==> src/rtl/pgmon_pkg.sv <==
package pgmon_pkg;

  typedef enum logic {
    PG_LOW      = 1'b0,
    PG_RELEASED = 1'b1
  } pg_state_e;

  localparam int DIR_RISE = 0;
  localparam int DIR_FALL = 1;
  localparam int N_DIR    = 2;

  // release qualifies only on a clean, consistent "high" reading
  function automatic logic rise_ready(input logic above_rise,
                                      input logic below_fall,
                                      input logic ref_valid);
    return above_rise & ~below_fall & ref_valid;
  endfunction

  // any low reading or an invalid reference counts toward a drop
  function automatic logic fall_ready(input logic below_fall,
                                      input logic ref_valid);
    return below_fall | ~ref_valid;
  endfunction

  function automatic logic forced_low(input logic sd,
                                      input logic uv,
                                      input logic th);
    return sd | uv | th;
  endfunction

  function automatic int unsigned qual_width(input int unsigned ticks);
    return (ticks > 1) ? $clog2(ticks) : 1;
  endfunction

endpackage

==> src/rtl/pgmon_cond.sv <==
module pgmon_cond
  import pgmon_pkg::*;
(
  input  logic above_rise,
  input  logic below_fall,
  input  logic ref_valid,
  input  logic sd,
  input  logic uv,
  input  logic th,
  output logic rise_cond,
  output logic fall_cond,
  output logic force_low
);

  always_comb begin
    rise_cond = rise_ready(above_rise, below_fall, ref_valid);
    fall_cond = fall_ready(below_fall, ref_valid);
    force_low = forced_low(sd, uv, th);
  end

endmodule

==> src/rtl/pgmon_persist.sv <==
module pgmon_persist
  import pgmon_pkg::*;
#(
  parameter int unsigned LIMIT = 48
) (
  input  logic clk,
  input  logic rst_n,
  input  logic arm,
  input  logic cond,
  input  logic tick,
  output logic fire
);

  localparam int unsigned CNT_W = qual_width(LIMIT);
  localparam logic [CNT_W-1:0] LAST = CNT_W'(LIMIT - 1);

  logic [CNT_W-1:0] cnt;
  logic             run;
  logic             at_last;

  assign run     = arm & cond;
  assign at_last = (cnt == LAST);
  assign fire    = run & tick & at_last;

  always_ff @(posedge clk or negedge rst_n) begin
    if (!rst_n) begin
      cnt <= '0;
    end else if (!run || fire) begin
      cnt <= '0;
    end else if (tick) begin
      cnt <= cnt + 1'b1;
    end
  end

  assert_cnt_range_R3: assert property (@(posedge clk) disable iff (!rst_n)
    cnt <= LAST)
    else $error("count beyond qualification limit");

  assert_lapse_clears_R3: assert property (@(posedge clk) disable iff (!rst_n)
    !run |=> (cnt == '0))
    else $error("count survived a lapse");

  assert_notick_holds_R9: assert property (@(posedge clk) disable iff (!rst_n)
    (run && !tick) |=> $stable(cnt))
    else $error("count moved without a tick");

endmodule

==> src/rtl/pgood_monitor.sv <==
module pgood_monitor
  import pgmon_pkg::*;
#(
  parameter int unsigned QUAL_TICKS = 48
) (
  input  logic clk,
  input  logic rst_n,
  input  logic cycle_tick,
  input  logic fb_over_rise,
  input  logic fb_under_fall,
  input  logic ref_ok,
  input  logic shutdown,
  input  logic uvlo,
  input  logic thermal_trip,
  output logic pg_pull_low
);

  pg_state_e        st;
  logic             rise_w;
  logic             fall_w;
  logic             force_w;
  logic [N_DIR-1:0] cond_v;
  logic [N_DIR-1:0] arm_v;
  logic [N_DIR-1:0] fire_v;

  pgmon_cond u_cond (
    .above_rise (fb_over_rise),
    .below_fall (fb_under_fall),
    .ref_valid  (ref_ok),
    .sd         (shutdown),
    .uv         (uvlo),
    .th         (thermal_trip),
    .rise_cond  (rise_w),
    .fall_cond  (fall_w),
    .force_low  (force_w)
  );

  always_comb begin
    cond_v[DIR_RISE] = rise_w;
    cond_v[DIR_FALL] = fall_w;
    arm_v[DIR_RISE]  = (st == PG_LOW)      & ~force_w;
    arm_v[DIR_FALL]  = (st == PG_RELEASED) & ~force_w;
  end

  for (genvar d = 0; d < N_DIR; d++) begin : g_dir
    pgmon_persist #(.LIMIT(QUAL_TICKS)) u_persist (
      .clk   (clk),
      .rst_n (rst_n),
      .arm   (arm_v[d]),
      .cond  (cond_v[d]),
      .tick  (cycle_tick),
      .fire  (fire_v[d])
    );
  end

  always_ff @(posedge clk or negedge rst_n) begin
    if (!rst_n) begin
      st <= PG_LOW;
    end else if (force_w) begin
      st <= PG_LOW;
    end else if (fire_v[DIR_RISE]) begin
      st <= PG_RELEASED;
    end else if (fire_v[DIR_FALL]) begin
      st <= PG_LOW;
    end
  end

  assign pg_pull_low = force_w | (st == PG_LOW);

  assert_force_clears_R8: assert property (@(posedge clk) disable iff (!rst_n)
    force_w |=> (st == PG_LOW))
    else $error("state not cleared by a status condition");

  assert_release_qualified_R2: assert property (@(posedge clk) disable iff (!rst_n)
    (st == PG_LOW) ##1 (st == PG_RELEASED) |-> $past(fire_v[DIR_RISE]))
    else $error("release without completed qualification");

  assert_hold_idle_R5: assert property (@(posedge clk) disable iff (!rst_n)
    (!force_w && fire_v == '0) |=> $stable(st))
    else $error("state moved with no qualifier firing");

  assert_single_fire_R3: assert property (@(posedge clk) disable iff (!rst_n)
    $onehot0(fire_v))
    else $error("both qualifiers fired together");

endmodule

==> config.mk <==
export PLATFORM = sky130hd
export DESIGN_NAME = pgood_monitor
export DESIGN_NICKNAME = d
export VERILOG_FILES = /design/src/rtl/pgmon_pkg.sv /design/src/rtl/pgmon_cond.sv /design/src/rtl/pgmon_persist.sv /design/src/rtl/pgood_monitor.sv
export SDC_FILE = /design/constraint.sdc
export NUM_CORES = 1
export LEC_CHECK = 0
export CAP_MARGIN = 15
export CORE_MARGIN = 2
export CORE_UTILIZATION = 35
export DETAILED_ROUTE_END_ITERATION = 10
export PLACE_DENSITY_LB_ADDON = 0.1
export SLEW_MARGIN = 10
export SYNTH_ARGS = -nofsm -noshare
export SYNTH_HDL_FRONTEND = slang
export SYNTH_SLANG_ARGS = --single-unit
==> constraint.sdc <==
create_clock -name clk -period 2.6 [get_ports clk]
set_input_delay 0.39 -clock clk [delete_from_list [all_inputs] [get_ports clk]]
set_output_delay 0.39 -clock clk [all_outputs]
set_load 0.005 [all_outputs]
==> flow_summary.yaml <==
floorplan:
  fp.dieH_um: 48.8
  chipWidth_um: 48.8
  start_util: 0.366
  core_um2: 1920
  ios: 10
  floorplan.rows: 16
  die_area_um2: 2380
synth:
  yosys.area_share.simple: 0.276
  ys_types: 26
  synth_area_leaders: "dfrtp_1 46%, nor2_1 5.3%, mux2i_1 4.3%, nand2_1 3.7%, xnor2_1 3.7%"
  async_reset_ff_frac: 1.00
  seq_area_frac_synth: 0.463
  synth_edf_count: 0
  netlist_instances: 71
  ys_seq_elements: 13
  syn_area_um2: 703
  post-synth-top-area-fraction: 0.463
  synth_area_leader_cell: "dfrtp_1"
  synth.cells.most_frequent: "13 x dfrtp_1, 10 x nor2_1, 7 x nand2_1"
  yosysWarnings: 0
  ys.flop_type: "dfrtp_1"
  yosysMostFrequentCell: "dfrtp_1"
  synth-adder-area-share: 0.0356
  synth-compound-area-share: 0.0819
  synth_xor_area_frac: 0.0747
  synthMuxAreaShare: 0.0427
  synth_top_family_by_area: "simple AND/OR/NAND/NOR gates"
  avgSynthCellArea_um2: 9.90
  syn-num-nets: 82
timing:
  worst_pin_slew_ns: 0.591
  hold_viol: 0
  report.final.slew_viol_count: 0
  fin_skew_ns: 0.00525
  grt_setup_unrepaired: "no"
  finalCriticalPeriod_ns: 2.23
  hold_ws_ns: 0.475
  relSlewSlack: 0.605
  setup_viol: 0
  fin_ws_ns: 0.365
  setup_tns_ns: 0
  fin_crit_sh: 0.860
  clock.fmax_mhz: 447
global_routing:
  grt_pass1_wl_mm: 2.49
  grt_pass1_vias: 556
  grt_max_degree: 14
  overflow: 0
  track_usage: 0.139
  antenna_found_initial: 0
routing:
  top_layer_used: "met4"
  drt_wl_total_mm: 1.36
  drt-pass1-iter-count: 2
  wl_met1_um: 702
  dr_wl_met3_um: 72
  ant_nets: 0
  avgViaCountPerCell: 5.00
  routed-wl-met2_um: 549
  dr.first_iter.drc_count: 8
  via_count: 555
  drc: 0
  wire_per_inst_um: 12.2
power:
  pwr-share-seq: 0.566
  internal_power_mw: 0.277
  vdd_drop_max_v: 0.000209
  power.density_nw_per_um2: 419
  combPwrFrac: 0.075
  sw_frac_of_total: 0.226
  p_switching_mw: 0.0807
  clkPwrFrac: 0.359
  power.leakage_nw: 0.345
setup_path:
  cp.required_ns: 2.21
  crit_chain: "clkdlybuf4s50_1 -> nor4b_1 -> inv_1 -> clkdlybuf4s50_1"
  max_stage_delay_ns: 0.46
  crit_top_cell: "clkdlybuf4s50_1"
  worstSetupEndpointType: "output port"
  critPathSlowestCell: "clkdlybuf4s50_1"
  criticalPathCategory: "input pin to output port"
  critPathArrivalTime_ns: 1.84
  start_kind: "input pin"
  r2r_cells: 4
  cp_max_fo: 3
status:
  status: "completed"
layout:
  fill_cells: 203
  areaGrowthSynthToFinish_pct: 21.4
  final_util: 0.444
  seqCellArea_um2: 325
  multi_input_area_um2: 359
  diodes: 0
  nets: 96
  drive_gt1_frac: 0.0714
job:
  cap_viol_max_count: 0
clocking:
  clock-root-buffer: "clkbuf_4"
  post_cts.repair.setup_buffers: 0
  cts.sinks: 13
  cts_buffer_depth: 2
  path_clk_slew_ns: 0.08
  cts_buffers: 3
  postCtsHoldBufs: 0
  h-tree-depth: 1
  clk_latency_ns: 0.28
  cts_tree: "yes"
  ctsResizeCount: 0
place:
  numPortBuffers: 9
  hpwlAfterDp_mm: 1.02
  place.gp.congestion: 0.742
  pre_cts_slack_ns: 0.331
worst_hold_path:
  hold_class: "input pin to async pin"
==> layer usage <==
metal,track usage,vias up
met2,0.199,13
met3,0.0491,5
met1,0.186,254
met4,0.0714,0
li1,-,283
met5,0,-
==> flip-flops by register name, summed over array words and instances, names as in the netlist <==
name	count
st	1
g_dir.u_persist.cnt	12
==> stage by stage <==
stage	total power [mW]	instances	area, um^2
global placement	0.233	107	827
global route	0.380	111	853
detailed placement	0.233	107	827
floorplan	0.215	71	703
finish	0.357	111	853
CTS	0.360	111	853
==> cell usage in the layout, fill, tap and decap left out, drive strengths merged <==
cell / Yosys / final
dfrtp: 13 / 13
nor2: 10 / 10
clkdlybuf4s50: 0 / 9
nand2: 7 / 7
clkbuf: 0 / 4
nand4: 4 / 4
inv: 3 / 3
nand3: 3 / 3
mux2i: 3 / 3
xnor2: 3 / 3
or3: 3 / 3
xor2: 3 / 3
nand2b: 2 / 2
a21oi: 2 / 2
o21ai: 2 / 2
a31oi: 2 / 2
ha: 2 / 2
nor4b: 1 / 1
nand3b: 1 / 1
o211ai: 1 / 1
nor3: 1 / 1
and3b: 1 / 1
o2111ai: 1 / 1
nor3b: 1 / 1
o32ai: 1 / 1
buf: 1 / 1
==> path summary, 6_finish.rpt <==
check	from	end	slack [ns]
max	uvlo	pg_pull_low	0.37
min	rst_n	g_dir[1].u_persist.cnt[5]$_DFFE_PN0P_	0.48
max reg2reg	g_dir[0].u_persist.cnt[0]$_DFFE_PN0P_	g_dir[0].u_persist.cnt[3]$_DFFE_PN0P_	1.21
min reg2reg	g_dir[0].u_persist.cnt[1]$_DFFE_PN0P_	g_dir[0].u_persist.cnt[1]$_DFFE_PN0P_	0.57
max in group asynchronous	rst_n	st$_DFFE_PN0P_	1.73
min in group clk	g_dir[0].u_persist.cnt[1]$_DFFE_PN0P_	g_dir[0].u_persist.cnt[1]$_DFFE_PN0P_	0.57
==> kinds of logic after synthesis <==
logic type / Yosys count
adder cells (fa/ha/maj): 2
flip-flops: 13
XOR/XNOR: 6
buffers and inverters: 4
multiplexers: 3
AND/OR/NAND/NOR: 34
AO/OA/AOI/OAI: 9
==> area by class of cell <==
| cell class | instances | area share |
|---|---|---|
| inverters | 3 | 0.0132 |
| repair buffers | 10 | 0.114 |
| clock buffers | 4 | 0.0308 |
| well taps | 27 | 0.0396 |
| flip-flops and latches | 13 | 0.381 |
| multi-input cells | 54 | 0.421 |
==> power by group through the flow <==
stage	Combinational (mW)	Sequential [mW]	Clock, mW
4_1_cts	0.0274	0.202	0.131
2_1_floorplan	0.00860	0.206	0
3_5_place_dp	0.0270	0.206	0
6_report	0.0268	0.202	0.128
5_1_grt	0.0297	0.202	0.148
3_3_place_gp	0.0270	0.206	0
==> worst max-delay path, delay by kind of cell <==
| kind | cells | cell delay (ns) |
|---|---|---|
| buffers and inverters | 3 | 0.99 |
| and+or+nand+nor | 1 | 0.45 |
No activity file was read; power rests on OpenSTA's default activity.
